[src/rtl/mio_pkg.sv]
package mio_pkg;
  localparam int unsigned NUM_TGT = 8;

  typedef enum logic [2:0] {
    TGT_CTRL = 3'd0,
    TGT_DMA  = 3'd1,
    TGT_SCSI = 3'd2,
    TGT_SER  = 3'd3,
    TGT_SND  = 3'd4,
    TGT_FLOP = 3'd5,
    TGT_MCU  = 3'd6,
    TGT_NVR  = 3'd7
  } tgt_e;

  // entry i -> {i[0], i[3:1]}
  function automatic logic [63:0] default_ser_map();
    logic [63:0] m;
    m = '0;
    for (int i = 0; i < 16; i++) begin
      logic [3:0] v;
      v = 4'(i);
      m[i*4 +: 4] = {v[0], v[3:1]};
    end
    return m;
  endfunction
endpackage

[src/rtl/mio_ser_remap.sv]
module mio_ser_remap #(
  parameter int unsigned   SEL_W   = 4,
  parameter logic [63:0]   SER_MAP = mio_pkg::default_ser_map()
) (
  input  logic [SEL_W-1:0] sel_i,
  output logic [3:0]       idx_o
);
  assign idx_o = SER_MAP[{sel_i, 2'b00} +: 4];
endmodule

[src/rtl/mio_region_decode.sv]
module mio_region_decode
  import mio_pkg::*;
#(
  parameter int unsigned ADDR_W = 19,
  parameter int unsigned IDX_W  = 16,
  parameter int unsigned DMA_CH = 8
) (
  input  logic [ADDR_W-1:0] addr_i,
  input  logic [3:0]        compat_idx_i,
  output tgt_e              tgt_o,
  output logic [IDX_W-1:0]  idx_o,
  output logic              hit_o
);
  localparam int unsigned SUB_LSB  = 12;
  localparam int unsigned SUB_W    = ADDR_W - SUB_LSB;
  localparam logic [SUB_W-1:0] NVR_BASE = SUB_W'(7'h60);

  logic [SUB_W-1:0] sub;
  assign sub = addr_i[ADDR_W-1:SUB_LSB];

  always_comb begin
    hit_o = 1'b1;
    tgt_o = TGT_CTRL;
    idx_o = '0;
    case (sub)
      SUB_W'(7'h00): idx_o = IDX_W'(addr_i[7:0]);
      SUB_W'(7'h08): begin
        tgt_o = TGT_DMA;
        hit_o = (addr_i[11:8] == 4'(DMA_CH));
        idx_o = IDX_W'(addr_i[7:0]);
      end
      SUB_W'(7'h10): begin
        tgt_o = TGT_SCSI;
        idx_o = IDX_W'(addr_i[7:4]);
      end
      SUB_W'(7'h12): begin
        tgt_o = TGT_SER;
        idx_o = (addr_i[7:4] == 4'h0) ? IDX_W'(compat_idx_i) : IDX_W'(addr_i[7:4]);
      end
      SUB_W'(7'h13): begin
        tgt_o = TGT_SER;
        idx_o = IDX_W'(addr_i[7:4]);
      end
      SUB_W'(7'h14): begin
        tgt_o = TGT_SND;
        idx_o = IDX_W'(addr_i[11:0]);
      end
      SUB_W'(7'h15): begin
        tgt_o = TGT_FLOP;
        idx_o = IDX_W'(addr_i[7:4]);
      end
      SUB_W'(7'h16), SUB_W'(7'h17): begin
        tgt_o = TGT_MCU;
        idx_o = IDX_W'(addr_i[12:9]);
      end
      default: begin
        if (sub >= NVR_BASE) begin
          tgt_o = TGT_NVR;
          idx_o = IDX_W'(addr_i[16:4]);
        end else begin
          hit_o = 1'b0;
        end
      end
    endcase
  end
endmodule

[src/rtl/mio_rdata_mux.sv]
module mio_rdata_mux #(
  parameter int unsigned NUM_TGT = 8,
  parameter int unsigned DATA_W  = 32
) (
  input  logic [NUM_TGT-1:0]        sel_i,
  input  logic [NUM_TGT*DATA_W-1:0] bus_i,
  output logic [DATA_W-1:0]         data_o
);
  logic [DATA_W-1:0] masked [NUM_TGT];

  for (genvar g = 0; g < NUM_TGT; g++) begin : g_mask
    assign masked[g] = bus_i[g*DATA_W +: DATA_W] & {DATA_W{sel_i[g]}};
  end

  always_comb begin
    data_o = '0;
    for (int i = 0; i < NUM_TGT; i++) data_o = data_o | masked[i];
  end
endmodule

[src/rtl/mio_addr_decode.sv]
module mio_addr_decode
  import mio_pkg::*;
#(
  parameter int unsigned ADDR_W  = 19,
  parameter int unsigned DATA_W  = 32,
  parameter int unsigned IDX_W   = 16,
  parameter int unsigned SIZE_W  = 2,
  parameter int unsigned DMA_CH  = 8,
  parameter logic [63:0] SER_MAP = mio_pkg::default_ser_map()
) (
  input  logic                        clk_i,
  input  logic                        rst_ni,
  input  logic [ADDR_W-1:0]           req_addr_i,
  input  logic [DATA_W-1:0]           req_wdata_i,
  input  logic                        req_we_i,
  input  logic                        req_re_i,
  input  logic [SIZE_W-1:0]           req_size_i,
  output logic [NUM_TGT-1:0]          tgt_sel_o,
  output logic [IDX_W-1:0]            tgt_idx_o,
  output logic                        tgt_we_o,
  output logic                        tgt_re_o,
  output logic [DATA_W-1:0]           tgt_wdata_o,
  output logic [SIZE_W-1:0]           tgt_size_o,
  input  logic [NUM_TGT*DATA_W-1:0]   tgt_rdata_i,
  output logic                        rsp_ack_o,
  output logic [DATA_W-1:0]           rsp_rdata_o,
  output logic                        rsp_unmapped_o
);
  logic       req;
  logic       hit;
  tgt_e       tgt;
  logic [3:0] compat_idx;
  logic [DATA_W-1:0] mux_data;

  assign req = req_we_i | req_re_i;

  mio_ser_remap #(.SEL_W(4), .SER_MAP(SER_MAP)) u_remap (
    .sel_i (req_addr_i[4:1]),
    .idx_o (compat_idx)
  );

  mio_region_decode #(.ADDR_W(ADDR_W), .IDX_W(IDX_W), .DMA_CH(DMA_CH)) u_dec (
    .addr_i       (req_addr_i),
    .compat_idx_i (compat_idx),
    .tgt_o        (tgt),
    .idx_o        (tgt_idx_o),
    .hit_o        (hit)
  );

  always_comb begin
    tgt_sel_o = '0;
    if (req && hit) tgt_sel_o[int'(tgt)] = 1'b1;
  end

  assign tgt_we_o    = req_we_i & hit;
  assign tgt_re_o    = req_re_i & hit;
  assign tgt_wdata_o = req_wdata_i;
  assign tgt_size_o  = req_size_i;

  mio_rdata_mux #(.NUM_TGT(NUM_TGT), .DATA_W(DATA_W)) u_mux (
    .sel_i  (tgt_sel_o),
    .bus_i  (tgt_rdata_i),
    .data_o (mux_data)
  );

  always_ff @(posedge clk_i or negedge rst_ni) begin
    if (!rst_ni) begin
      rsp_ack_o      <= 1'b0;
      rsp_unmapped_o <= 1'b0;
      rsp_rdata_o    <= '0;
    end else begin
      rsp_ack_o      <= req;
      rsp_unmapped_o <= req & ~hit;
      rsp_rdata_o    <= tgt_re_o ? mux_data : '0;
    end
  end
endmodule

[config.mk]
export PLATFORM = sky130hd
export DESIGN_NAME = mio_addr_decode
export DESIGN_NICKNAME = d
export VERILOG_FILES = /design/src/rtl/mio_pkg.sv /design/src/rtl/mio_ser_remap.sv /design/src/rtl/mio_region_decode.sv /design/src/rtl/mio_rdata_mux.sv /design/src/rtl/mio_addr_decode.sv
export SDC_FILE = /design/constraint.sdc
export NUM_CORES = 1
export LEC_CHECK = 0
export ABC_AREA = 1
export BUFFER_PORTS_ARGS = -buffer_cell sky130_fd_sc_hd__buf_4
export CORE_AREA = 2 2 157 159
export DETAILED_ROUTE_END_ITERATION = 10
export DIE_AREA = 0 0 159 161
export SKIP_LAST_GASP = 1
export SLEW_MARGIN = 15
export SYNTH_ARGS = -nofsm -noshare
export SYNTH_HDL_FRONTEND = slang
export SYNTH_SLANG_ARGS = --single-unit
[constraint.sdc]
create_clock -name clk_i -period 2.16 [get_ports clk_i]
set_clock_uncertainty 0.05 [all_clocks]
set_input_delay 0.324 -clock clk_i [delete_from_list [all_inputs] [get_ports clk_i]]
set_output_delay 0.324 -clock clk_i [all_outputs]
set_load 0.02 [all_outputs]
=== Word level (Yosys, flattened, before mapping) ===
Index checks and enable logic that the tools add are counted.

* Output and inout port bits: 94
* Register bits after elaboration: 34
* Bits of input ports: 313

* Reductions and logical operators: 9
* Muxes and demuxes: 11
* Equal/unequal tests: 9
* Shift-type cells: 1
* Bitwise gates (word level): 20
* $lt $le $gt $ge: 3

{| class="wikitable"
|+ Operators by type and width
! kind !! count
|-
| $and 32x32->32 || 8
|-
| $or 32x32->32 || 7
|-
| $pmux 16 s5 || 1
|-
| $shiftx 64x7->4 const A || 1
|-
| $eq 7x5->1 const B || 7
|-
| $mux 32 || 1
|-
| $pmux 3 s7 || 1
|-
| $mux 13 || 1
|-
| $mux 8 || 1
|-
| $reduce_or 8->1 || 1
|-
| $eq 7x4->1 const B || 1
|-
| $ge 7x7->1 const B || 1
|-
| $logic_not 7->1 || 1
|-
| $reduce_or 2->1 || 3
|-
| $eq 4x4->1 const B || 1
|-
| $logic_not 4->1 || 1
|-
| $lt 3x4->1 const B || 1
|-
| $mux 4 || 1
|-
| $and 1x1->1 || 3
|-
| $demux 1 s3 || 1
|-
| $ge 3x1->1 const B || 1
|-
| $mux 3 || 1
|-
| $reduce_or 3->1 || 1
|-
| $logic_and 1x1->1 || 2
|-
| 4 further kinds || 5
|}

=== Depth between registers and ports, before layout ===
* Depth after elaboration: 17
* Mapped depth: 15

=== Modules after synthesis ===
A second synthesis with hierarchy kept.

* Cells, all modules: 782
* Area total of the unflattened synthesis: 4065.1 µm²

{| class="wikitable"
|+ Modules (own cells, without submodules)
! module !! cells each !! seq. area each (µm²) !! times used !! area each (µm²)
|-
| mio_rdata_mux || 504 || 0.0 || 1 || 2037.0
|-
| mio_addr_decode || 164 || 850.8 || 1 || 1478.9
|-
| mio_region_decode || 110 || 0.0 || 1 || 519.2
|-
| mio_ser_remap || 4 || 0.0 || 1 || 30.0
|}

=== Worst setup path after synthesis ===
OpenSTA, ideal clock, no wires.

* Path type: input to output
* From: in req_addr_i[16]
* To: out tgt_idx_o[1]
* Slack: 0.049 ns
* Arrival time: 1.737 ns
* Buffers on the path: 2
* Stages: 10
* Cells stage by stage: buf_4 -> nand2_1 -> nor2_2 -> nand2_1 -> inv_1 -> clkbuf_1 -> nor2_1 -> nand2_1 -> nor2_1 -> o211ai_1

* Cells in the longest elaborated chain, start to end: 3
* Elaborated cells on any way between the ends: 15
* Those cells by class: 1 x order compare; 8 x eq/ne; 2 x mux; 4 x reduce/logical

{| class="wikitable"
|+ Ends and longest elaborated chain
! element !! line !! source
|-
| start: declaration || mio_addr_decode.sv:13 || <nowiki>input logic [ADDR_W-1:0] req_addr_i,</nowiki>
|-
| $ge 7x7->1 (tied with other cells) || mio_region_decode.sv:57 || <nowiki>if (sub >= NVR_BASE) begin</nowiki>
|-
| $mux 13 (tied with other cells) || mio_region_decode.sv:57 ||
|-
| $pmux 16 s5 * || mio_region_decode.sv:25 || <nowiki>case (sub)</nowiki>
|-
| end: declaration || mio_addr_decode.sv:19 || <nowiki>output logic [IDX_W-1:0] tgt_idx_o,</nowiki>
|}

Every way passes the cells marked *; elsewhere a longest branch is shown, timed or not.

=== Final worst setup path ===
* From: in req_addr_i[14]
* To: out tgt_sel_o[1]

* Cells in the longest elaborated chain, start to end: 8
* Elaborated cells on any way between the ends: 24
* Those cells by class: 3 x order compare; 8 x eq/ne; 7 x mux; 6 x reduce/logical

{| class="wikitable"
|+ Ends and longest elaborated chain
! element !! line !! source
|-
| $ge 7x7->1 or $eq 7x5->1 (tied branches) || mio_region_decode.sv:57, mio_region_decode.sv:25 ||
|-
| $mux 3 or $reduce_or 2->1 (tied branches) || n/a ||
|-
| $pmux 3 s7 || mio_region_decode.sv:25 ||
|-
| $lt 3x4->1 (not written as such) or $ge 3x1->1 (tied branches) || mio_addr_decode.sv:52 || <nowiki>if (req && hit) tgt_sel_o[int'(tgt)] = 1'b1;</nowiki>
|-
| $logic_and 1x1->1 (not written as such) || mio_addr_decode.sv:52 ||
|-
| $mux 1 (not written as such) || mio_addr_decode.sv:52 ||
|-
| $demux 1 s3 || mio_addr_decode.sv:52 ||
|-
| $mux 8 * || mio_addr_decode.sv:52 ||
|-
| end: declaration || mio_addr_decode.sv:18 || <nowiki>output logic [NUM_TGT-1:0] tgt_sel_o,</nowiki>
|}

Marked as above.

==> reports/metrics.csv <==
stage,metric,value,unit
status,status,finished clean,
global_route,total global routing overflow,0,
global_route,initial antenna violation count,0,
pwr,Power Dens Cells,321,nW/um^2
yosys,register area share after synthesis,21.0,%
floorplanning,Die H,161,um
drt,First DRT Iteration DRCs,281,
global_route,largest net degree at the start of global routing,36,
clocking,H-tree depth,2,
drt,post-DR wirelength/cell,16.7,um
setup_path,crit path max-delay cell type,nor3_1,
setup_path,worst-path maximum fanout,12,
setup_path,Worst setup SP type,primary input,
timing,Final period util,96.0,%
finish,Fillers,2728,
yosys,Seq cells post-synth,34,
clocking,root buffer cell,clkbuf_16,
timing,hold_ws,0.309,ns
setup_path,Crit path depth,11,
pwr,maximum vdd drop,246,uV
placement,routability cong.,0.854,
yosys,Synth Warn #,0,
timing,worst slew pin tran,0.554,ns
yosys,Netlist cell types,26,
setup_path,Critical Path Max Stage Delay,0.26,ns
drt,DR vias,5945,
timing,Slew HR,63.1,%
setup_path,Critical path buffers and inverters,5,
placement,dpl cell area,6970,um^2
drt,1st-pass router iterations,5,
setup_path,element type at the critical path end,output pin,
setup_path,worst path required time,1.79,ns
clocking,clock buffer depth,2,
yosys,synthesized area,4050,um^2
floorplanning,Die ar.,25600,um^2
floorplanning,die width,159,um
drt,DRC,0,
setup_path,"Arr. time, crit path",1.70,ns
finish,fin area,7270,um^2
drt,final wirelength,23100,um
yosys,Avg Synthesized Cell Area,5.51,um^2
finish,"commonest non-fill, non-tap cells in the layout","buf_4, nand2_1, inv_1, nor2_1, nand3_1",
clocking,# clock sinks,34,
floorplanning,standard-cell row count,57,
setup_path,crit-path leading delay family,simple AND/OR/NAND/NOR gates,
finish,"commonest non-fill, non-tap cell in the layout",buf_4,
timing,Final setup violation count,0,
floorplanning,total core area,24000,um^2
finish,area delta synth->final,79.2,%
pwr,P_leak,3.90,nW
global_route,all-layer global routing usage,16.9,%
timing,max-slew violation count,0,
finish,Storage cell area,851,um^2
timing,final hold violations,0,
pwr,Pwr Total,0.00233,W
finish,Nets,1368,
timing,Final min period,2.07,ns
global_route,first-pass GRT wire length,33600,um
placement,pre-CTS worst setup slack,-0.117,ns
placement,Port Buf Inserts,335,
floorplanning,Starting Density,16.9,%
finish,multi-input logic area,2460,um^2
min_path,Hold Crit Class,primary input to flip-flop,
timing,FMAX,482,MHz
clocking,Worst-path clk slew,0.06,ns
drt,Avg Vias per Cell,4.31,
yosys,Post-Syn Instances,736,
clocking,TritonCTS buffer count,5,
global_route,vias in the first global route,5975,
yosys,Post-synth top flop,dfrtp_1,
run,max_cap viols,0,
setup_path,CP cell instances,buf_4 -> inv_2 -> nand2_1 -> inv_2 -> nand2_2 -> nor2_1 -> nor3_1 -> nand3_2 -> nor2_4 -> buf_12 -> buf_4,
yosys,Post-synth EDFFs,0,
drt,Post-DRT Antenna Nets,0,
placement,HPWL Detailed,18400,um
finish,layout cells sized above 1,40.9,%
finish,ANT cells,0,
clocking,CTS tree,yes,
timing,final worst slack,0.0860,ns
min_path,hold path cells,5,
setup_path,critical path type,primary input to output pin,
yosys,Post-synth ARST share,100,%
floorplanning,io pins,407,
-- routing by layer --
metal,GRT usage (%),vias to the layer above,routed length (um)
li1,-,2926,-
met1,20.9,2681,9720
met2,29.1,280,11000
met3,3.06,58,1460
met4,7.02,0,840
met5,0,-,0
-- tightest hold or removal path, stage by stage --
cell	delay [ns]
buf_4	0.08
nand2_1	0.04
nand3_1	0.06
nor2_1	0.04
nor2_1	0.07
-- layout make-up --
cell class | instances | area share [%]
Sequential cell | 34 | 11.7
Clock buffer | 6 | 1.91
Inverter | 88 | 4.55
Tap cell | 324 | 5.58
Clock inverter | 2 | 0.172
Timing Repair Buffer | 390 | 42.2
Multi-Input combinational cell | 536 | 33.9
-- logic make-up (layout without fill, tap and decap cells) --
| logic type | Yosys count | in the layout | synth area share (%) |
|---|---|---|---|
| flip-flops | 34 | 34 | 21.0 |
| buffers and inverters | 168 | 486 | 20.4 |
| AND/OR/NAND/NOR | 519 | 519 | 56.2 |
| other | 1 | 3 | 0.0925 |
| AO/OA/AOI/OAI | 14 | 14 | 2.28 |
-- synthesized netlist by cell type, drive strengths merged, types with 2 or more instances --
cell	n	area, um^2
dfrtp	34	851
o211ai	2	15.0
inv	88	330
buf	66	444
nand4	66	413
nand3	74	385
a22oi	2	15.0
o22ai	7	43.8
nand2	284	1080
clkbuf	14	52.6
nor3	4	31.3
nor4	3	18.8
nor2	88	355
-- flip-flops by register name, indices dropped and copies added, names as in the netlist --
register        flops
rsp_rdata_o        32
rsp_unmapped_o      1
rsp_ack_o           1
-- metrics by stage --
step | util (%) | cells | TNS [ns]
after floorplan | - | 738 | 0
after global placement | 29.1 | 1362 | -0.251
after detailed placement | 29.1 | 1362 | -1.86
after CTS | 29.8 | 1371 | 0
after global routing | 30.3 | 1380 | -0.0123
final | 30.3 | 1380 | 0
-- worst paths after layout --
check                                start         endpoint
max                         req_addr_i[14]     tgt_sel_o[1]
min                        tgt_rdata_i[15]  rsp_rdata_o[15]
max in group asynchronous           rst_ni   rsp_rdata_o[8]
min in group asynchronous           rst_ni  rsp_rdata_o[30]
-- power breakdown --
part / internal (W) / switching (W)
combinational: 0.000486 / 0.000414
sequential: 0.000653 / 0.00000559
clock: 0.000458 / 0.000318
total: 0.00160 / 0.000737
-- repair_timing --
action                     4_1_cts  5_1_grt
hold endpoints to repair        34        0
pin swaps                        0        4
buffers inserted                 0        8
hold buffers                     1        0
gates cloned                     0        1
resized for setup                3       11
setup endpoints to repair        3        9
Note: power is estimated with default switching activity, not from simulation.
